[config.mk]
export PLATFORM = sky130hd
export DESIGN_NAME = rtc_calendar_core
export DESIGN_NICKNAME = d
export VERILOG_FILES = /design/src/rtl/rtc_pkg.sv /design/src/rtl/rtc_prescaler.sv /design/src/rtl/rtc_calendar.sv /design/src/rtl/rtc_shadow.sv /design/src/rtl/rtc_calendar_core.sv
export SDC_FILE = /design/constraint.sdc
export NUM_CORES = 1
export LEC_CHECK = 0
export BUFFER_PORTS_ARGS = -buffer_cell sky130_fd_sc_hd__buf_2
export CAP_MARGIN = 20
export CORE_MARGIN = 1
export CORE_UTILIZATION = 50
export CTS_CLUSTER_SIZE = 10
export DETAILED_ROUTE_END_ITERATION = 6
export GPL_TIMING_DRIVEN = 0
export MAX_ROUTING_LAYER = met4
export PLACE_DENSITY = 0.75
export REMOVE_ABC_BUFFERS = 1
export SLEW_MARGIN = 5
export SYNTH_ARGS = -nofsm -noshare
export SYNTH_HDL_FRONTEND = slang
export SYNTH_SLANG_ARGS = --single-unit
[constraint.sdc]
create_clock -name clk -period 5.3 [get_ports clk]
set_input_delay 0.53 -clock clk [delete_from_list [all_inputs] [get_ports clk]]
set_output_delay 0.53 -clock clk [all_outputs]
set_load 0.01 [all_outputs]
[src/rtl/rtc_pkg.sv]
package rtc_pkg;
  localparam int TIME_W = 21;
  localparam int DATE_W = 22;

  typedef enum logic [1:0] {
    SEL_TIME = 2'd0,
    SEL_DATE = 2'd1,
    SEL_DIV  = 2'd2
  } wr_sel_e;

  // returns {wrapped, next}
  function automatic logic [8:0] bcd_step(input logic [7:0] v,
                                          input logic [7:0] top,
                                          input logic [7:0] first);
    logic [8:0] r;
    if (v == top)            r = {1'b1, first};
    else if (v[3:0] == 4'd9) r = {1'b0, v[7:4] + 4'd1, 4'd0};
    else                     r = {1'b0, v[7:4], v[3:0] + 4'd1};
    return r;
  endfunction

  function automatic logic [7:0] month_last_day(input logic [7:0] mon,
                                                input logic [7:0] yr);
    int  yb;
    logic leap;
    yb   = int'(yr[7:4]) * 10 + int'(yr[3:0]);
    leap = (yb % 4) == 0;
    case (mon)
      8'h02:                     month_last_day = leap ? 8'h29 : 8'h28;
      8'h04, 8'h06, 8'h09, 8'h11: month_last_day = 8'h30;
      default:                   month_last_day = 8'h31;
    endcase
  endfunction
endpackage

[src/rtl/rtc_prescaler.sv]
module rtc_prescaler #(
  parameter int A_W   = 7,
  parameter int S_W   = 15,
  parameter int A_RST = 127,
  parameter int S_RST = 255
) (
  input  logic           clk,
  input  logic           rst_n,
  input  logic           tick_en,
  input  logic           frozen,
  input  logic           cfg_we,
  input  logic [A_W-1:0] cfg_a,
  input  logic [S_W-1:0] cfg_s,
  output logic           step_o,
  output logic           sec_o,
  output logic [S_W-1:0] ss_o
);
  logic [A_W-1:0] pa_q, a_q, a_d;
  logic [S_W-1:0] ps_q, s_q, s_d;

  always_comb begin
    a_d    = a_q;
    s_d    = s_q;
    step_o = 1'b0;
    sec_o  = 1'b0;
    if (frozen) begin
      a_d = pa_q;
      s_d = ps_q;
    end else if (tick_en) begin
      if (a_q == '0) begin
        a_d    = pa_q;
        step_o = 1'b1;
        if (s_q == '0) begin
          s_d   = ps_q;
          sec_o = 1'b1;
        end else begin
          s_d = s_q - 1'b1;
        end
      end else begin
        a_d = a_q - 1'b1;
      end
    end
  end

  always_ff @(posedge clk or negedge rst_n) begin
    if (!rst_n) begin
      pa_q <= A_W'(A_RST);
      ps_q <= S_W'(S_RST);
      a_q  <= A_W'(A_RST);
      s_q  <= S_W'(S_RST);
    end else begin
      a_q <= a_d;
      s_q <= s_d;
      if (cfg_we) begin
        pa_q <= cfg_a;
        ps_q <= cfg_s;
      end
    end
  end

  assign ss_o = s_q;

  // running sub-second count never exceeds its reload value
  a_r2_ss_bound: assert property (@(posedge clk) disable iff (!rst_n)
    (!frozen && !$past(frozen)) |-> (s_q <= ps_q));
endmodule

[src/rtl/rtc_calendar.sv]
module rtc_calendar
  import rtc_pkg::*;
(
  input  logic              clk,
  input  logic              rst_n,
  input  logic              sec_tick,
  input  logic              frozen,
  input  logic              wr_time,
  input  logic              wr_date,
  input  logic [DATE_W-1:0] wr_data,
  output logic [TIME_W-1:0] time_o,
  output logic [DATE_W-1:0] date_o
);
  logic [7:0] sc_q, mn_q, hr_q, dy_q, mo_q, yr_q;
  logic [7:0] sc_d, mn_d, hr_d, dy_d, mo_d, yr_d;
  logic [2:0] wd_q, wd_d;
  logic [8:0] st_s, st_m, st_h, st_d, st_mo, st_y;
  logic       adv;

  assign adv = sec_tick && !frozen && !wr_time && !wr_date;

  always_comb begin
    st_s  = bcd_step(sc_q, 8'h59, 8'h00);
    st_m  = bcd_step(mn_q, 8'h59, 8'h00);
    st_h  = bcd_step(hr_q, 8'h23, 8'h00);
    st_d  = bcd_step(dy_q, month_last_day(mo_q, yr_q), 8'h01);
    st_mo = bcd_step(mo_q, 8'h12, 8'h01);
    st_y  = bcd_step(yr_q, 8'h99, 8'h00);
    sc_d = sc_q; mn_d = mn_q; hr_d = hr_q;
    dy_d = dy_q; mo_d = mo_q; yr_d = yr_q; wd_d = wd_q;
    if (wr_time) begin
      sc_d = {1'b0, wr_data[6:0]};
      mn_d = {1'b0, wr_data[13:7]};
      hr_d = {2'b0, wr_data[19:14]};
    end
    if (wr_date) begin
      dy_d = {2'b0, wr_data[5:0]};
      mo_d = {3'b0, wr_data[10:6]};
      wd_d = wr_data[13:11];
      yr_d = wr_data[21:14];
    end
    if (adv) begin
      sc_d = st_s[7:0];
      if (st_s[8]) begin
        mn_d = st_m[7:0];
        if (st_m[8]) begin
          hr_d = st_h[7:0];
          if (st_h[8]) begin
            dy_d = st_d[7:0];
            wd_d = (wd_q == 3'd7) ? 3'd1 : wd_q + 3'd1;
            if (st_d[8]) begin
              mo_d = st_mo[7:0];
              if (st_mo[8]) yr_d = st_y[7:0];
            end
          end
        end
      end
    end
  end

  always_ff @(posedge clk or negedge rst_n) begin
    if (!rst_n) begin
      sc_q <= 8'h00; mn_q <= 8'h00; hr_q <= 8'h00;
      dy_q <= 8'h01; mo_q <= 8'h01; yr_q <= 8'h00; wd_q <= 3'd1;
    end else begin
      sc_q <= sc_d; mn_q <= mn_d; hr_q <= hr_d;
      dy_q <= dy_d; mo_q <= mo_d; yr_q <= yr_d; wd_q <= wd_d;
    end
  end

  assign time_o = {1'b0, hr_q[5:0], mn_q[6:0], sc_q[6:0]};
  assign date_o = {yr_q, wd_q, mo_q[4:0], dy_q[5:0]};

  // no change while frozen unless loaded
  a_r6_frozen_hold: assert property (@(posedge clk) disable iff (!rst_n)
    (frozen && !wr_time && !wr_date) |=> ($stable(time_o) && $stable(date_o)));
  // second 59 wraps to 00 on the one-second event
  a_r3_sec_wrap: assert property (@(posedge clk) disable iff (!rst_n)
    (adv && sc_q == 8'h59) |=> (sc_q == 8'h00));
  // weekday 7 steps to 1 at midnight
  a_r4_wd_wrap: assert property (@(posedge clk) disable iff (!rst_n)
    (adv && sc_q == 8'h59 && mn_q == 8'h59 && hr_q == 8'h23 && wd_q == 3'd7)
    |=> (wd_q == 3'd1));
endmodule

[src/rtl/rtc_shadow.sv]
module rtc_shadow
  import rtc_pkg::*;
#(
  parameter int S_W = 15
) (
  input  logic              clk,
  input  logic              rst_n,
  input  logic              step,
  input  logic [S_W-1:0]    live_ss,
  input  logic [TIME_W-1:0] live_time,
  input  logic [DATE_W-1:0] live_date,
  input  logic              rd_ss,
  input  logic              rd_time,
  input  logic              rd_date,
  input  logic              sync_clr,
  output logic [S_W-1:0]    sh_ss,
  output logic [TIME_W-1:0] sh_time,
  output logic [DATE_W-1:0] sh_date,
  output logic              sync_o
);
  logic pend_q, pend_d, lock_q, lock_d, sync_q, sync_d, upd;

  always_comb begin
    upd    = pend_q && !lock_q;
    pend_d = step || (pend_q && lock_q);
    if (rd_date)               lock_d = 1'b0;
    else if (rd_ss || rd_time) lock_d = 1'b1;
    else                       lock_d = lock_q;
    if (upd)           sync_d = 1'b1;
    else if (sync_clr) sync_d = 1'b0;
    else               sync_d = sync_q;
  end

  always_ff @(posedge clk or negedge rst_n) begin
    if (!rst_n) begin
      pend_q  <= 1'b0;
      lock_q  <= 1'b0;
      sync_q  <= 1'b0;
      sh_ss   <= '0;
      sh_time <= '0;
      sh_date <= '0;
    end else begin
      pend_q <= pend_d;
      lock_q <= lock_d;
      sync_q <= sync_d;
      if (upd) begin
        sh_ss   <= live_ss;
        sh_time <= live_time;
        sh_date <= live_date;
      end
    end
  end

  assign sync_o = sync_q;

  // held copies do not move until the date copy is read
  a_r8_lock_hold: assert property (@(posedge clk) disable iff (!rst_n)
    (lock_q && !rd_date) |=> ($stable(sh_date) && $stable(sh_time) && $stable(sh_ss)));
  // every copy update raises the sync flag
  a_r9_sync_set: assert property (@(posedge clk) disable iff (!rst_n)
    upd |=> sync_q);
  // an update takes the live values of the cycle it fires in
  a_r7_capture: assert property (@(posedge clk) disable iff (!rst_n)
    upd |=> (sh_time == $past(live_time) && sh_ss == $past(live_ss)));
endmodule

[src/rtl/rtc_calendar_core.sv]
module rtc_calendar_core
  import rtc_pkg::*;
#(
  parameter int A_W   = 7,
  parameter int S_W   = 15,
  parameter int A_RST = 127,
  parameter int S_RST = 255,
  localparam int WR_W = (A_W + S_W > DATE_W) ? A_W + S_W : DATE_W
) (
  input  logic              clk,
  input  logic              rst_n,
  input  logic              tick_en,
  input  logic              init_req,
  output logic              init_active,
  input  logic              wr_en,
  input  logic [1:0]        wr_sel,
  input  logic [WR_W-1:0]   wr_data,
  input  logic              rd_ss,
  input  logic              rd_time,
  input  logic              rd_date,
  input  logic              sync_clr,
  output logic [S_W-1:0]    ss_shadow,
  output logic [TIME_W-1:0] time_shadow,
  output logic [DATE_W-1:0] date_shadow,
  output logic              sync_flag
);
  logic              rst_m, rst_s;
  logic              init_q;
  logic              wr_ok, we_time, we_date, we_div;
  logic              step, sec;
  logic [S_W-1:0]    ss_live;
  logic [TIME_W-1:0] time_live;
  logic [DATE_W-1:0] date_live;

  // reset: asserted asynchronously, released on a clock edge
  always_ff @(posedge clk or negedge rst_n) begin
    if (!rst_n) begin
      rst_m <= 1'b0;
      rst_s <= 1'b0;
    end else begin
      rst_m <= 1'b1;
      rst_s <= rst_m;
    end
  end

  always_ff @(posedge clk or negedge rst_s) begin
    if (!rst_s) init_q <= 1'b0;
    else        init_q <= init_req;
  end

  assign init_active = init_q;
  assign wr_ok   = wr_en && init_q;
  assign we_time = wr_ok && (wr_sel == SEL_TIME);
  assign we_date = wr_ok && (wr_sel == SEL_DATE);
  assign we_div  = wr_ok && (wr_sel == SEL_DIV);

  rtc_prescaler #(.A_W(A_W), .S_W(S_W), .A_RST(A_RST), .S_RST(S_RST)) u_pre (
    .clk(clk), .rst_n(rst_s), .tick_en(tick_en), .frozen(init_q),
    .cfg_we(we_div), .cfg_a(wr_data[A_W+S_W-1:S_W]), .cfg_s(wr_data[S_W-1:0]),
    .step_o(step), .sec_o(sec), .ss_o(ss_live)
  );

  rtc_calendar u_cal (
    .clk(clk), .rst_n(rst_s), .sec_tick(sec), .frozen(init_q),
    .wr_time(we_time), .wr_date(we_date), .wr_data(wr_data[DATE_W-1:0]),
    .time_o(time_live), .date_o(date_live)
  );

  rtc_shadow #(.S_W(S_W)) u_sh (
    .clk(clk), .rst_n(rst_s), .step(step), .live_ss(ss_live),
    .live_time(time_live), .live_date(date_live),
    .rd_ss(rd_ss), .rd_time(rd_time), .rd_date(rd_date), .sync_clr(sync_clr),
    .sh_ss(ss_shadow), .sh_time(time_shadow), .sh_date(date_shadow),
    .sync_o(sync_flag)
  );

  // live state never moves from a write outside init mode
  a_r5_no_write_outside_init: assert property (@(posedge clk) disable iff (!rst_s)
    (wr_en && !init_q && !sec) |=> ($stable(time_live) && $stable(date_live)));
endmodule

# Word level (Yosys, flattened, before mapping)
# Cells that the tools add are included.
word_totals:
  output_inout_bits: 60
  word_cells: 163
  input_bits: 33
  regBits: 158
op_classes:
  bitwise: 1
  n_eq_ne: 26
  multipliers: 1
  reduce_logical: 28
  muxes: 65
  add_sub_neg: 16
op_table:
  columns: ["op", "count"]
  rows:
  - ["$mux 8", 34]
  - ["$mux 15", 4]
  - ["$add 4x1->4 const B", 12]
  - ["$mux 9", 5]
  - ["$add 32x5->32", 1]
  - ["$logic_not 32->1", 1]
  - ["$eq 4x4->1 const B", 6]
  - ["$mux 7", 3]
  - ["$mux 3", 6]
  - ["$eq 8x3->1 const B", 2]
  - ["$eq 8x5->1 const B", 2]
  - ["$eq 8x7->1 const B", 2]
  - ["$pmux 8 s2", 1]
  - ["$logic_not 15->1", 1]
  - ["$sub 15x1->15 const B", 1]
  - ["$mux 1", 12]
  - ["$reduce_bool 2->1", 5]
  - ["$logic_and 1x1->1", 9]
  - ["$eq 8x2->1 const B", 1]
  - ["$eq 8x4->1 const B", 1]
  - ["$eq 8x6->1 const B", 1]
  - ["$eq 8x8->1", 1]
  - ["$eq 8x8->1 const B", 1]
  - ["$ne 8x8->1 const B", 1]
  - ["other kinds (19)", 24]

# Logic depth before layout (Yosys ltp)
# Gate-level depths: netlist of the first run.
depth:
  word_depth: 14
  ltp_mapped: 11
  depth_no_buf: 8

# Hierarchy
# A second synthesis of the first run with hierarchy kept.
hier_totals:
  hier_cells: 775
  hier_area_um2: 8643.3
modules_own_cells:
  columns: ["mod", "instances", "cells_per_inst", "area_each_um2", "seq_area_each_um2"]
  rows:
  - ["rtc_calendar", 1, 413, 3744.8, 1280.0]
  - ["rtc_prescaler", 1, 223, 2473.6, 1138.6]
  - ["rtc_shadow", 1, 132, 2311.0, 1526.5]
  - ["rtc_calendar_core", 1, 7, 113.9, 75.1]

# Worst setup path after synthesis of the first run
# No wires, ideal clock.
synth_path:
  kind: "reg2reg"
  start: "register u_cal.hr_q[4]"
  end: "register u_cal.mo_q[4]"
  n_path_buf: 0
  required_time_ns: 5.174
  slack_ns: 3.110
  period_less_slack_ns: 2.190
  arrival_ns: 2.064
  setup_time_ns: 0.126
  path_stages_with_launch: 9
  path_cell_list: "dfrtp_1 -> inv_1 -> ha_1 -> nor4b_1 -> nand4_1 -> nor4_4 -> nand4_1 -> and2_1 -> a221o_1"
synth_between:
  elab_chain_cells: 6
  elab_cells_between_ends: 7
  classes_between: "2 x eq/ne; 5 x mux"
synth_lines:
  columns: ["item", "line_no", "text"]
  rows:
  - ["start: declaration", "rtc_calendar.sv:14", "logic [7:0] sc_q, mn_q, hr_q, dy_q, mo_q, yr_q;"]
  - ["start signal: assignment", "rtc_calendar.sv:63", "sc_q <= 8'h00; mn_q <= 8'h00; hr_q <= 8'h00;"]
  - ["start signal: assignment", "rtc_calendar.sv:66", "sc_q <= sc_d; mn_q <= mn_d; hr_q <= hr_d;"]
  - ["$eq 8x6->1 *", "rtc_pkg.sv:16", "if (v == top) r = {1'b1, first};"]
  - ["$mux 9 *", "rtc_pkg.sv:16", null]
  - ["$mux 8", "rtc_calendar.sv:48", "if (st_h[8]) begin"]
  - ["$mux 8", "rtc_calendar.sv:46", "if (st_m[8]) begin"]
  - ["$mux 8", "rtc_calendar.sv:44", "if (st_s[8]) begin"]
  - ["$mux 8", "rtc_calendar.sv:42", "if (adv) begin"]
  - ["end signal: assignment", "rtc_calendar.sv:67", "dy_q <= dy_d; mo_q <= mo_d; yr_q <= yr_d; wd_q <= wd_d;"]
  - ["end: declaration", "rtc_calendar.sv:14", null]
# Every way passes the cells marked *; elsewhere a longest branch is shown, timed or not.
# A chain may end at the register's enable or synchronous reset.

# Worst setup path after layout of the first run
# Ends and elaborated chain as after synthesis.

==> results of run 1 <==
[layer usage]
metal	share of wire [%]	global-route usage [%]	routed length (µm)
met1	47	33.13	9001
met3	5.0	3.704	958
met2	46	36.14	8905
met4	1.8	8.140	353
met5	0	-	0
[per-stage QoR]
step / std cells / utilization (%) / setup TNS, ps / hold WS (ps) / worst slack [ps]
after floorplan: 780 / - / 0 / 234.4 / 629.3
after global placement: 1087 / 54.84 / -147020 / 316.6 / -1209
after detailed placement: 1093 / 55.61 / 0 / 313.6 / 1726
after CTS: 1126 / 59.18 / 0 / 190.9 / 1751
after global routing: 1129 / 59.36 / 0 / 202.0 / 1490
final: 1129 / 59.36 / 0 / 205.7 / 1753
[state kept, by name, indices dropped and copies added (netlist names)]
signal / count
init_active: 1
rst_s: 1
u_sh.sh_ss: 15
rst_m: 1
u_pre.ps_q: 15
u_sh.lock_q: 1
u_cal.mo_q: 8
u_sh.sh_date: 22
u_cal.mn_q: 8
u_pre.a_q: 7
u_sh.pend_q: 1
u_cal.sc_q: 8
u_cal.dy_q: 8
u_cal.yr_q: 8
u_sh.sh_time: 20
u_cal.hr_q: 8
u_sh.sync_o: 1
u_pre.pa_q: 7
u_pre.ss_o: 15
u_cal.wd_q: 3
[critical path, cell delays in order, from the launching register on]
cell,delay (ps)
dfrtp_1,410
inv_1,130
ha_1,150
nor4b_1,350
nand4_1,210
nor4_4,820
nand4_1,620
and2_1,430
a221o_1,300
[cells in the final DEF, fill, tap and decap left out, types with 5 or more instances in the layout]
master     count
a22oi_1        8
dfrtp_1      124
nand2_1      115
mux2i_1       13
nor4_1         8
nand4_1       10
o211ai_1       9
dfstp_2       33
nand3b_1       8
buf_2         91
a21o_1        12
xnor2_1        5
a31oi_1        9
inv_1         30
ha_1          26
clkinv_2       5
o21ai_0       68
nand3_1       16
nor2b_1        5
a21oi_1       47
nor2_1        38
and2_1         9
nor3b_1       10
clkbuf_16     17
o31ai_1        6
a211oi_1       5
nand4b_1       6
nor3_1        15
mux2_2        60
and3_1         8
[power by group through the flow]
stage	Clock (mW)	Sequential, mW	Combinational (mW)
2_1_floorplan	0	2.00	0.631
3_3_place_gp	0	1.97	1.04
3_5_place_dp	0	1.97	1.09
4_1_cts	1.20	1.95	1.09
5_1_grt	1.24	2.01	1.21
6_report	1.18	1.95	1.09
[synthesized netlist by cell type, types with 3 or more instances]
cell type,count,area (µm²)
a211oi_1,5,37.54
a21o_1,12,90.09
a21oi_1,47,235.2
a221oi_1,3,26.28
a22oi_1,8,60.06
a31o_2,3,26.28
a31oi_1,9,56.30
and2_1,9,56.30
and3_1,8,50.05
and3b_1,4,35.03
buf_2,9,45.04
buf_4,4,30.03
buf_6,5,56.30
clkbuf_1,25,93.84
dfrtp_1,125,3128
dfstp_2,33,867.1
ha_1,26,325.3
inv_1,30,112.6
mux2_2,60,675.7
mux2i_1,13,130.1
nand2_1,115,431.7
nand2b_1,3,18.77
nand3_1,16,80.08
nand3b_1,8,60.06
nand4_1,10,62.56
nand4b_1,6,52.55
nor2_1,38,142.6
nor2b_1,6,37.54
nor3_1,16,80.08
nor3b_1,11,82.58
nor4_1,8,50.05
nor4_4,3,63.81
o211ai_1,9,67.56
o21a_1,3,22.52
o21ai_0,68,340.3
o21ai_1,3,15.01
o22ai_1,3,18.77
o31ai_1,6,45.04
or2_2,4,25.02
xnor2_1,5,43.79
[timing repair]
action,in CTS,in global routing
hold endpoints to repair,2,0
hold buffers,1,0
endpoints found under the setup margin,0,0
[layout make-up]
type | instances | area share (%)
Sequential cell | 158 | 41.81
Clock inverter | 13 | 1.177
Inverter | 30 | 1.177
Clock buffer | 19 | 4.735
Tap cell | 216 | 2.825
Multi-Input combinational cell | 592 | 42.08
Timing Repair Buffer | 101 | 6.200
[cells by family (layout without fill, tap and decap cells)]
family	Yosys count	after routing
AND/OR/NAND/NOR	289	289
AO/OA/AOI/OAI	196	196
flip-flops	158	158
buffers and inverters	77	163
multiplexers	73	73
adder cells (fa/ha/maj)	26	26
XOR/XNOR	6	6
other	2	2
[worst paths after layout]
check	from	endpoint	cells past startpoint
worst max-delay path	u_cal.hr_q[4]	u_cal.mo_q[4]	8
worst min-delay path	init_req	init_active	1
worst max register to register	u_cal.hr_q[4]	u_cal.mo_q[4]	8
worst min register to register	rst_s	u_sh.sh_time[2]	0
max in group asynchronous	rst_s	u_pre.pa_q[6]	2
min in group asynchronous	rst_s	u_sh.sh_time[2]	0
==> metrics.log, run 1 <==
INFO  metric multi_input_comb_area = ~4000 µm²
INFO  metric drive_above_1_share = between 20 and 30%
INFO  metric drt_wl_total = 19220 µm
INFO  metric final_hold_viol_count = 0
INFO  metric cts_tree = yes
INFO  metric setup.worst_path.start_class = flip-flop
INFO  metric irDropWorstVdd = approximately 280 µV
INFO  metric core = between 15000 and 20000 µm²
INFO  metric netlist_area = ~8400 µm²
INFO  metric p_total = approximately 4.2 mW
INFO  metric start_util = roughly half
INFO  metric cts_max_path_buffers = 2
INFO  metric timing.max_slew.rel_slack = 34.15%
INFO  metric seqCellArea = approximately 4000 µm²
INFO  metric setup_viol_count_final = 0
INFO  metric avgViaCountPerCell = 5.736
INFO  metric power.clock.fraction = 27.9%
INFO  metric first_pass_drt_iterations = 5
INFO  metric hold_path_class = primary input to flip-flop
INFO  metric final_min_period_over_clock_period = approximately 67%
INFO  metric post_cts.resized_instances = 0
INFO  metric std_cell_rows = 46
INFO  metric slew_violations = 0
INFO  metric drcViolationCount = 0
INFO  metric die_w = roughly 130 µm
INFO  metric slew_of_the_pin_with_the_lowest_slew_margin = about 1000 ps
INFO  metric layout.nets = between 900 and 1k
INFO  metric grt_pass1_vias = a little over 6k
INFO  metric drv_cap = 0
INFO  metric sw_frac_of_total = around 33%
INFO  metric post_synth_edffs = 0
INFO  metric postSynth.topFlopCell = dfrtp_1
INFO  metric placed_cell_area = 8962 µm²
INFO  metric async_reset_ff_share = 100.0%
INFO  metric ys_seq_elements = roughly 160
INFO  metric grt_antenna_before_repair = 0
INFO  metric gp_congestion = 0.9134
INFO  metric cp.arrival = 3870 ps
INFO  metric vias = roughly 6.5k
INFO  metric cp-end-kind = flip-flop
INFO  metric r2r_slack = 1750 ps
INFO  metric fp.dieH = about 130 µm
INFO  metric root_buffer = clkbuf_16
INFO  metric grt.total_usage = between 20% and 30%
INFO  metric clock.fmax = roughly 280 MHz
INFO  metric final.setup_skew = ~7.9 ps
INFO  metric dieArea = between 15000 and 20000 µm²
INFO  metric synthMuxAreaShare = under 10%
INFO  metric antenna_violating_nets_post_route = 0
INFO  metric power_leakage = around 4.4 nW
INFO  metric htree_num_levels = 4
INFO  metric total_switching_power = 1.408 mW
INFO  metric fin_crit = 3547 ps
INFO  metric cts.sink_count = between 150 and 200
INFO  metric post_synth_xor_xnor_area = 0.6289%
INFO  metric syn-mean-instance-area = around 10 µm²
INFO  metric simple_gate_portion_of_the_synthesized_area = 19.32%
INFO  metric synth_warnings = 0
INFO  metric path_class = flip-flop to flip-flop
INFO  metric synth_fa_ha_area_share = 3.893%
INFO  metric grt_max_degree = 80
INFO  metric design.portCount = just over 90
INFO  metric clock_latency = roughly 440 ps
INFO  metric power.density = roughly 440 nW/µm²
INFO  metric yosys.cell_types.count = 78
INFO  metric crit_fanout = 15
INFO  metric power.share.sequential = between 40% and 50%
INFO  metric drt_iter0_drc = about 530
INFO  metric syn_to_final_growth = 14.48%
INFO  metric antenna_cells = 0
INFO  metric layout.filler_cells = 1410
INFO  metric dpl.hpwl = around 13000 µm
INFO  metric grt_overflow = 0
INFO  metric setup_repair_bufs_after_cts = 0
INFO  metric p_int = approximately 2.8 mW
INFO  metric largest_family_of_logic_cells_by_synthesized_area = simple AND/OR/NAND/NOR gates
INFO  metric power.share.combinational = around 26%
INFO  metric synth.yosys.seq_area_share = ~48%
INFO  metric detail_route.wl_per_cell = 17.02 µm
INFO  metric cp_data_required_time = about 5600 ps
INFO  metric place.port_buffers = just over 90
INFO  metric global_route_wire_length_before_repair = between 30000 and 40000 µm
INFO  metric synth_compound_gate_area_share = ~14%
INFO  metric tritoncts.num_buffers = 17
INFO  metric postLayoutCellArea = 9565 µm²
INFO  metric syn-instance-count = roughly 830
INFO  metric outcome = finished, final reports clean
INFO  metric worst_setup_hold_path_clk_slew = around 60 ps
INFO  metric grt_setup_unrepaired = false
(Power assumes the default switching activity.)
==> inputs of run 2 (changes only) <==
--- a/config.mk
+++ b/config.mk
@@ -5,6 +5,7 @@
 export SDC_FILE = /design/constraint.sdc
 export NUM_CORES = 1
 export LEC_CHECK = 0
+export ABC_AREA = 1
 export BUFFER_PORTS_ARGS = -buffer_cell sky130_fd_sc_hd__buf_2
 export CAP_MARGIN = 20
 export CORE_MARGIN = 1
@@ -13,7 +14,7 @@
 export DETAILED_ROUTE_END_ITERATION = 6
 export GPL_TIMING_DRIVEN = 0
 export MAX_ROUTING_LAYER = met4
-export PLACE_DENSITY = 0.75
+export PLACE_DENSITY = 0.77
 export REMOVE_ABC_BUFFERS = 1
 export SLEW_MARGIN = 5
 export SYNTH_ARGS = -nofsm -noshare
==> constraint.sdc (replaced) <==
create_clock -name clk -period 2.98 [get_ports clk]
set_input_delay 0.298 -clock clk [delete_from_list [all_inputs] [get_ports clk]]
set_output_delay 0.298 -clock clk [all_outputs]
set_load 0.01 [all_outputs]
==> run 2 against run 1 <==
Net effect:
- setup slack lost 1200 ps
- sequential cell count is the same
- clock power grew 88%
- global-route usage grew 0.73 points
- critical path type unchanged
- first-iteration DRC count grew 14%
- count of clock-buffer cells in the layout grew 4
- fmax grew 46%
- worst hold slack lost 150 ps
- power grew 84%
==> metrics.log, run 2 <==
INFO  metric std_cell_rows = 46 (unchanged)
INFO  metric hold_path_startpoint = sync_clr
INFO  metric layout.filler_cells = 1424 (+0.99%)
INFO  metric tritoncts.num_buffers = 17 (unchanged)
INFO  metric place.port_buffers = 91 (unchanged)
INFO  metric grt_max_degree = 77 (-3.8%)
INFO  metric drt_wl_total = 19420 µm (+1.1%)
INFO  metric fp.dieH = 131.4 µm (+0.13%)
INFO  metric final_hold_viol_count = 0 (unchanged)
INFO  metric drv_cap = 0 (unchanged)
INFO  metric die_w = 131.4 µm (+0.13%)
INFO  metric synth_warnings = 0 (unchanged)
INFO  metric synth.yosys.seq_area_share = 47.69% (-0.13 points)
INFO  metric grt_pass1_vias = 6719 (+11%)
INFO  metric min_path_cells = 2 (+1)
INFO  metric setup.worst_path.start_class = flip-flop
INFO  metric postSynth.topFlopCell = dfrtp_1
INFO  metric worst_setup_hold_path_clk_slew = 60 ps (about the same)
INFO  metric crit_fanout = 11 (-4)
INFO  metric largest_registers = u_sh.sh_date (22), u_sh.sh_time (20)
INFO  metric timing.rr.end = u_cal.yr_q[1]
INFO  metric syn_to_final_growth = 16.44%
INFO  metric fin_crit = 2430 ps (-1116 ps)
INFO  metric worst_path_most_repeated_cell = nand2_4
INFO  metric timing.max_slew.rel_slack = 39.58% (+5.4 points)
INFO  metric avgViaCountPerCell = 5.315 (-7.3%)
INFO  metric synth.largest_area_cell = dfrtp_1
INFO  metric layout.cells.most_common = nand2_1
INFO  metric cts_max_path_buffers = 2 (unchanged)
INFO  metric syn-instance-count = 984 (+19%)
INFO  metric post_synth_edffs = 0 (unchanged)
INFO  metric setup_viol_count_final = 0 (unchanged)
INFO  metric share_of_yosys_cell_area_claimed_by_the_top_area_cell_type = 37.34% (-0.10 points)
INFO  metric cp_cell_sequence = inv_1 -> ha_1 -> nand3_1 -> nor2_1 -> nand4_4 -> inv_2 -> nand2_4 -> nor2_8 -> nand2_4 -> o21ai_2
INFO  metric synth_most_common_cell = nand2_1
INFO  metric dieArea = 17280 µm² (+0.27%)
INFO  metric multi_input_comb_area = 3821 µm² (-5.1%)
INFO  metric grt_setup_unrepaired = false
INFO  metric slowest_delay = 440 ps (-380 ps)
INFO  metric slew_of_the_pin_with_the_lowest_slew_margin = 905.2 ps (-80.13 ps)
INFO  metric tns = 0 ps (unchanged)
INFO  metric syn-mean-instance-area = 8.514 µm² (-16%)
INFO  metric slew_violations = 0 (unchanged)
INFO  metric path_class = flip-flop to flip-flop
INFO  metric detail_route.wl_per_cell = 14.93 µm (-12%)
INFO  metric htree_num_levels = 4 (unchanged)
INFO  metric ff2ff_path_depth = 10 (+2)
INFO  metric global_route_wire_length_before_repair = 32730 µm (+3.1%)
INFO  metric irDropWorstVdd = 488.4 µV (+76%)
INFO  metric setup_repair_bufs_after_cts = 0 (unchanged)
INFO  metric drive_above_1_share = 21.47% (-6.7 points)
INFO  metric final_min_period_over_clock_period = 81.56% (+15 points)
INFO  metric max_reg_flops = 22 (unchanged)
INFO  metric ys_top_cells_by_area = dfrtp_1 (37%), dfstp_2 (10%), nand2_1 (9.6%)
INFO  metric crit_slowest_cell = nor2_1
INFO  metric grt_antenna_before_repair = 0 (unchanged)
INFO  metric post-route-worst-setup-slack = 549.6 ps (-1204 ps)
INFO  metric antenna_cells = 0 (unchanged)
INFO  metric synth.top_cells.by_count = nand2_1 (215), o21ai_0 (137), dfrtp_1 (125)
INFO  metric layout.nets = 1131 (+18%)
INFO  metric vias = 6915 (+6.8%)
INFO  metric worst_r2r_startpoint = u_cal.sc_q[1]
INFO  metric clock.fmax = 411.5 MHz (+46%)
INFO  metric netlist_area = 8378 µm² (+0.27%)
INFO  metric max_flop_register = u_sh.sh_date
INFO  metric drcViolationCount = 0 (unchanged)
INFO  metric outcome = finished, final reports clean
INFO  metric ys_seq_elements = 158 (unchanged)
INFO  metric seqCellArea = 3999 µm² (unchanged)
INFO  metric layout_common_cells = nand2_1 (214), o21ai_0 (137), dfrtp_1 (124)
INFO  metric worst-path-buf-inv = 2 (+1)
INFO  metric core = 16120 µm² (unchanged)
INFO  metric design.portCount = 93 (unchanged)
INFO  metric cp-end-kind = flip-flop
INFO  metric root_buffer = clkbuf_16
INFO  metric drt_iter0_drc = 599 (+14%)
INFO  metric gp_congestion = 0.9480 (+3.8%)
INFO  metric cts_tree = yes
INFO  metric power_leakage = 4.811 nW (+9.4%)
INFO  metric placed_cell_area = 9097 µm² (+1.5%)
INFO  metric first_pass_drt_iterations = 5 (unchanged)
INFO  metric power.density = 794.6 nW/µm² (+80%)
INFO  metric clock_latency = 430 ps (about the same)
INFO  metric start_util = 51.99% (+0.14 points)
INFO  metric cp.arrival = 2790 ps (-1080 ps)
INFO  metric async_reset_ff_share = 100.0% (unchanged)
INFO  metric dpl.hpwl = 13860 µm (+3.3%)
INFO  metric final.setup_skew = 7.618 ps (-0.2908 ps)
INFO  metric cp_data_required_time = 3340 ps (-2280 ps)
INFO  metric hold_path_class = primary input to flip-flop
INFO  metric grt_overflow = 0 (unchanged)
INFO  metric postLayoutCellArea = 9756 µm² (+2.0%)
INFO  metric timing.critical_path.max_delay_family = simple AND/OR/NAND/NOR gates
INFO  metric cts.sink_count = 158 (unchanged)
INFO  metric r2r_slack = 550 ps (-1200 ps)
INFO  metric min_delay_worst_endpoint = u_sh.sync_o
INFO  metric grt.total_usage = 24.73% (+0.73 points)
INFO  metric antenna_violating_nets_post_route = 0 (unchanged)
INFO  metric yosys.cell_types.count = 48 (-38%)
INFO  metric pre_cts_slack = 581.0 ps (-1145 ps)
-- run 2: cell count changes after synthesis, moves of 11 or more --
| cell | change |
|---|---|
| mux2_2 | -48 |
| nor2_1 | +31 |
| inv_1 | +76 |
| mux2i_1 | -12 |
| nand3_1 | +39 |
| xor2_1 | +23 |
| nand2_1 | +100 |
| o21ai_0 | +69 |
| inv_2 | +11 |
| a21o_1 | -12 |
| a21oi_1 | -32 |
-- run 2: kinds of logic (layout without fill, tap and decap cells) --
| kind of cell | Yosys count | count (layout) | share of synthesized area, % |
|---|---|---|---|
| AND/OR/NAND/NOR | 395 | 395 | 22.19 |
| AO/OA/AOI/OAI | 211 | 211 | 14.32 |
| adder cells (fa/ha/maj) | 26 | 26 | 3.883 |
| other | 2 | 2 | 0.08964 |
| flip-flops | 158 | 158 | 47.69 |
| XOR/XNOR | 30 | 30 | 3.136 |
| multiplexers | 13 | 13 | 1.732 |
| buffers and inverters | 149 | 250 | 6.959 |
-- run 2: how the worst max path moves through the flow --
stage	depth (start not counted)	slack [ps]	endpoint	from
floorplan	0	-1690	init_active	rst_s
global placement	0	-3530	u_sh.sh_date[16]	rst_s
detailed placement	10	580	u_cal.yr_q[3]	u_cal.sc_q[1]
CTS	10	540	u_cal.yr_q[1]	u_cal.sc_q[1]
global route	10	340	u_cal.yr_q[6]	u_cal.sc_q[1]
finish	10	550	u_cal.yr_q[1]	u_cal.sc_q[1]
-- run 2: area by class of cell --
cell class | count | area share [%]
Sequential cell | 158 | 40.99
Multi-Input combinational cell | 677 | 39.17
Tap cell | 216 | 2.770
Clock inverter | 9 | 0.9491
Timing Repair Buffer | 100 | 6.246
Clock buffer | 23 | 5.335
Inverter | 118 | 4.540
-- run 2: worst register-to-register path, stage by stage (launching register included) --
cell and delay [ps]:
dfrtp_1 400, inv_1 110, ha_1 170, nand3_1 180, nor2_1 440, nand4_4 300, inv_2 290, nand2_4 140
nor2_8 130, nand2_4 90, o21ai_2 120
-- run 2: per-stage QoR --
step,total power [mW],instances,utilization [%],hold WS (ps)
CTS,7.806,1300,60.44,41.40
global placement,5.439,1260,55.62,83.13
detailed placement,5.541,1265,56.45,85.70
floorplan,4.772,953,-,2.409
finish,7.752,1301,60.54,57.80
global route,8.286,1301,60.54,83.20
-- run 2: timing repair --
| item | 4_1_cts | 5_1_grt |
|---|---|---|
| hold endpoints to repair | 4 | 0 |
| hold buffers | 3 | 0 |
| gates resized for setup | 0 | 0 |
| setup endpoints to repair | 0 | 0 |
-- run 2: metal layers --
metal	vias up	global-route usage [%]	share of wire, %
met1	3263	31.02	46
met4	0	12.60	3.7
met5	-	-	0
met3	51	5.517	5.0
li1	3408	-	-
met2	193	37.60	46
-- run 2: power by group --
group / leakage [nW] / total, mW / internal (mW) / switching [mW]
sequential: 1.91 / 3.35 / 2.87 / 0.478
clock: 0.301 / 2.22 / 1.33 / 0.898
combinational: 2.60 / 2.18 / 0.890 / 1.29
total: 4.81 / 7.75 / 5.09 / 2.67
==> inputs of run 3 (changes only) <==
==> constraint.sdc (replaced) <==
create_clock -name clk -period 2 [get_ports clk]
set_input_delay 0.2 -clock clk [delete_from_list [all_inputs] [get_ports clk]]
set_output_delay 0.2 -clock clk [all_outputs]
set_load 0.01 [all_outputs]
==> run 3 against run 2 <==
Net effect:
- the run now ends with negative setup slack left
- core utilization is 6.2 points higher
- die area is the same
- combinational power grew 76%
- wire length increased by 20%
- clock skew up 2.7 ps
- register-to-register slack got worse by 710 ps
- count of clock-buffer cells in the layout stayed put
- via count grew 11%
- critical endpoint is now u_cal.yr_q[4]
- largest cell class is now multi-input combinational cells
- highest routed layer unchanged
==> metrics.log, run 3 (same netlist as run 2, synthesis figures left out) <==
INFO  metric drive_above_1_share = 31.76% (+10 points)
INFO  metric layout.nets = 1189 (+5.1%)
INFO  metric start_util = 51.99% (unchanged)
INFO  metric final.setup_skew = 10.35 ps (+2.736 ps)
INFO  metric root_buffer = clkbuf_16
INFO  metric pre_cts_slack = -399.0 ps (-980.0 ps)
INFO  metric global_route_wire_length_before_repair = 34300 µm (+4.8%)
INFO  metric design.portCount = 93 (unchanged)
INFO  metric timing.rr.end = u_cal.yr_q[4]
INFO  metric final_hold_viol_count = 0 (unchanged)
INFO  metric post-route-worst-setup-slack = -164.7 ps (-714.3 ps)
INFO  metric drt_wl_total = 23340 µm (+20%)
INFO  metric setup_viol_count_final = 26 (+26)
INFO  metric ff2ff_path_depth = 14 (+4)
INFO  metric timing.critical_path.max_delay_family = simple AND/OR/NAND/NOR gates
INFO  metric cts_max_path_buffers = 2 (unchanged)
INFO  metric worstSetupPathDepth = 14 (+4)
INFO  metric slowest_delay = 410 ps (-30 ps)
INFO  metric htree_num_levels = 4 (unchanged)
INFO  metric gp_congestion = 0.9480 (unchanged)
INFO  metric antenna_violating_nets_post_route = 0 (unchanged)
INFO  metric irDropWorstVdd = 765.5 µV (+57%)
INFO  metric std_cell_rows = 46 (unchanged)
INFO  metric outcome = complete, but fails checks
INFO  metric failed_checks = negative setup slack
INFO  metric cp_data_required_time = 2330 ps (-1010 ps)
INFO  metric max_reg_flops = 22 (unchanged)
INFO  metric critical_path.endpoint = u_cal.yr_q[4]
INFO  metric finish.utilization = 66.72% (+6.2 points)
INFO  metric layout.filler_cells = 1230 (-14%)
INFO  metric syn_to_final_growth = 28.35%
INFO  metric fin_crit = 2165 ps (-265.7 ps)
INFO  metric drv_cap = 0 (unchanged)
INFO  metric worst_setup_hold_path_clk_slew = 70 ps (about the same)
INFO  metric setup.worst_path.start_class = flip-flop
INFO  metric worst_r2r_startpoint = u_cal.mo_q[5]
INFO  metric grt_setup_unrepaired = true
INFO  metric drt_iter0_drc = 871 (+45%)
INFO  metric final_min_period_over_clock_period = 108.2% (+27 points)
INFO  metric crit_fanout = 7 (-4)
INFO  metric r2r_slack = -160 ps (-710 ps)
INFO  metric grt_max_degree = 77 (unchanged)
INFO  metric grt_pass1_vias = 6986 (+4.0%)
INFO  metric grt.total_usage = 25.80% (+1.1 points)
INFO  metric slew_of_the_pin_with_the_lowest_slew_margin = 665.8 ps (-239.4 ps)
INFO  metric clock_latency = 440 ps (about the same)
INFO  metric layout_common_cells = nand2_1 (199), o21ai_0 (131), dfrtp_1 (121)
INFO  metric worst-path-buf-inv = 3 (+1)
INFO  metric fin_hold_ws = 25.49 ps (-32.32 ps)
INFO  metric crit_slowest_cell = dfrtp_1
INFO  metric cts_tree = yes
INFO  metric cp_cell_sequence = inv_2 -> ha_4 -> inv_2 -> nor2_4 -> nand2_2 -> nand2_2 -> nand3_2 -> nor2_4 -> nand3_4 -> buf_6 -> nor3_4 -> nand3_1 -> nand2_1 -> nand2_1
INFO  metric clock.fmax = 462.0 MHz (+12%)
INFO  metric timing.max_slew.rel_slack = 55.46% (+16 points)
INFO  metric path_class = flip-flop to flip-flop
INFO  metric place.port_buffers = 91 (unchanged)
INFO  metric grt_overflow = 0 (unchanged)
INFO  metric largest_registers = u_sh.sh_date (22), u_sh.sh_time (20)
INFO  metric hold_path_class = primary input to flip-flop
INFO  metric antenna_cells = 0 (unchanged)
INFO  metric dpl.hpwl = 13860 µm (unchanged)
INFO  metric cp-end-kind = flip-flop
INFO  metric power_leakage = 5.189 nW (+7.9%)
INFO  metric detail_route.wl_per_cell = 17.17 µm (+15%)
INFO  metric first_pass_drt_iterations = 6 (+1)
INFO  metric cp.arrival = 2490 ps (-300 ps)
INFO  metric cts.sink_count = 158 (unchanged)
INFO  metric power.density = 1135 nW/µm² (+43%)
INFO  metric grt_antenna_before_repair = 0 (unchanged)
INFO  metric die_w = 131.4 µm (unchanged)
INFO  metric vias = 7643 (+11%)
INFO  metric fp.dieH = 131.4 µm (unchanged)
INFO  metric slew_violations = 0 (unchanged)
INFO  metric tns = -2015 ps (-2015 ps)
INFO  metric drcViolationCount = 0 (unchanged)
INFO  metric dieArea = 17280 µm² (unchanged)
INFO  metric avgViaCountPerCell = 5.624 (+5.8%)
INFO  metric worst_setup_path_startpoint = u_cal.mo_q[5]
INFO  metric core = 16120 µm² (unchanged)
INFO  metric max_flop_register = u_sh.sh_date
INFO  metric layout.cells.most_common = nand2_1
INFO  metric tritoncts.num_buffers = 17 (unchanged)
-- run 3: changes by cell type in the layout (fill, tap and decap cells not counted), sizes merged --
cell / before / now
inv: 121 / 119
clkinvlp: 1 / 5
nand3: 64 / 65
buf: 97 / 151
dlygate4sd3: 3 / 4
-- run 3: layer usage --
layer	GRT usage, %	share of wire [%]
met4	12.73	5.2
met5	-	0
met3	4.784	6.3
met2	40.21	47
met1	32.31	42
-- run 3: worst min path at each step --
stage,from,end,slack [ps],cells after the start
CTS,rd_ss,u_sh.lock_q,10,3
detailed placement,rst_n,rst_m,-10,1
finish,rd_ss,u_sh.lock_q,30,3
floorplan,rst_n,rst_m,-100,0
global placement,rst_n,rst_m,-10,1
global route,rd_ss,u_sh.lock_q,20,3
-- run 3: area by class of cell --
class | count | area, µm² | share of cell area [%]
flip-flops and latches | 158 | 4003 | 37.22
multi-input cells | 678 | 4292 | 39.91
repair buffers | 155 | 1102 | 10.25
well taps | 216 | 270.3 | 2.513
inverters | 118 | 460.4 | 4.282
clock buffers | 23 | 520.5 | 4.841
clock inverters | 9 | 92.59 | 0.8611
repair inverters | 2 | 12.51 | 0.1164
-- run 3: timing repair --
item	CTS	global route
gates resized for setup	47	82
pin swaps	23	31
hold endpoints to repair	5	0
hold buffers	4	0
gates cloned	1	2
setup buffers	26	29
endpoints found under the setup margin	64	52
-- run 3: power breakdown --
group	total (mW)	leakage, nW	switching [mW]	internal, mW
Combinational	3.83	2.98	2.24	1.59
Clock	3.34	0.301	1.36	1.98
Sequential	5.03	1.91	0.751	4.28
-- run 3: worst reg2reg max path: stages, from the launching register on --
cell and delay (ps):
dfrtp_1 410, inv_2 110, ha_4 150, inv_2 40, nor2_4 120, nand2_2 80
nand2_2 80, nand3_2 90, nor2_4 170, nand3_4 200, buf_6 180, nor3_4 140
nand3_1 120, nand2_1 100, nand2_1 60
-- run 3: stage by stage --
stage          cells  area (µm²)  power, mW
4_1_cts         1328       10170      11.86
5_1_grt         1359       10750      12.94
3_3_place_gp    1260        8964      8.104
2_1_floorplan    953        8238      7.111
6_report        1359       10750      12.20
3_5_place_dp    1265        9097      8.256
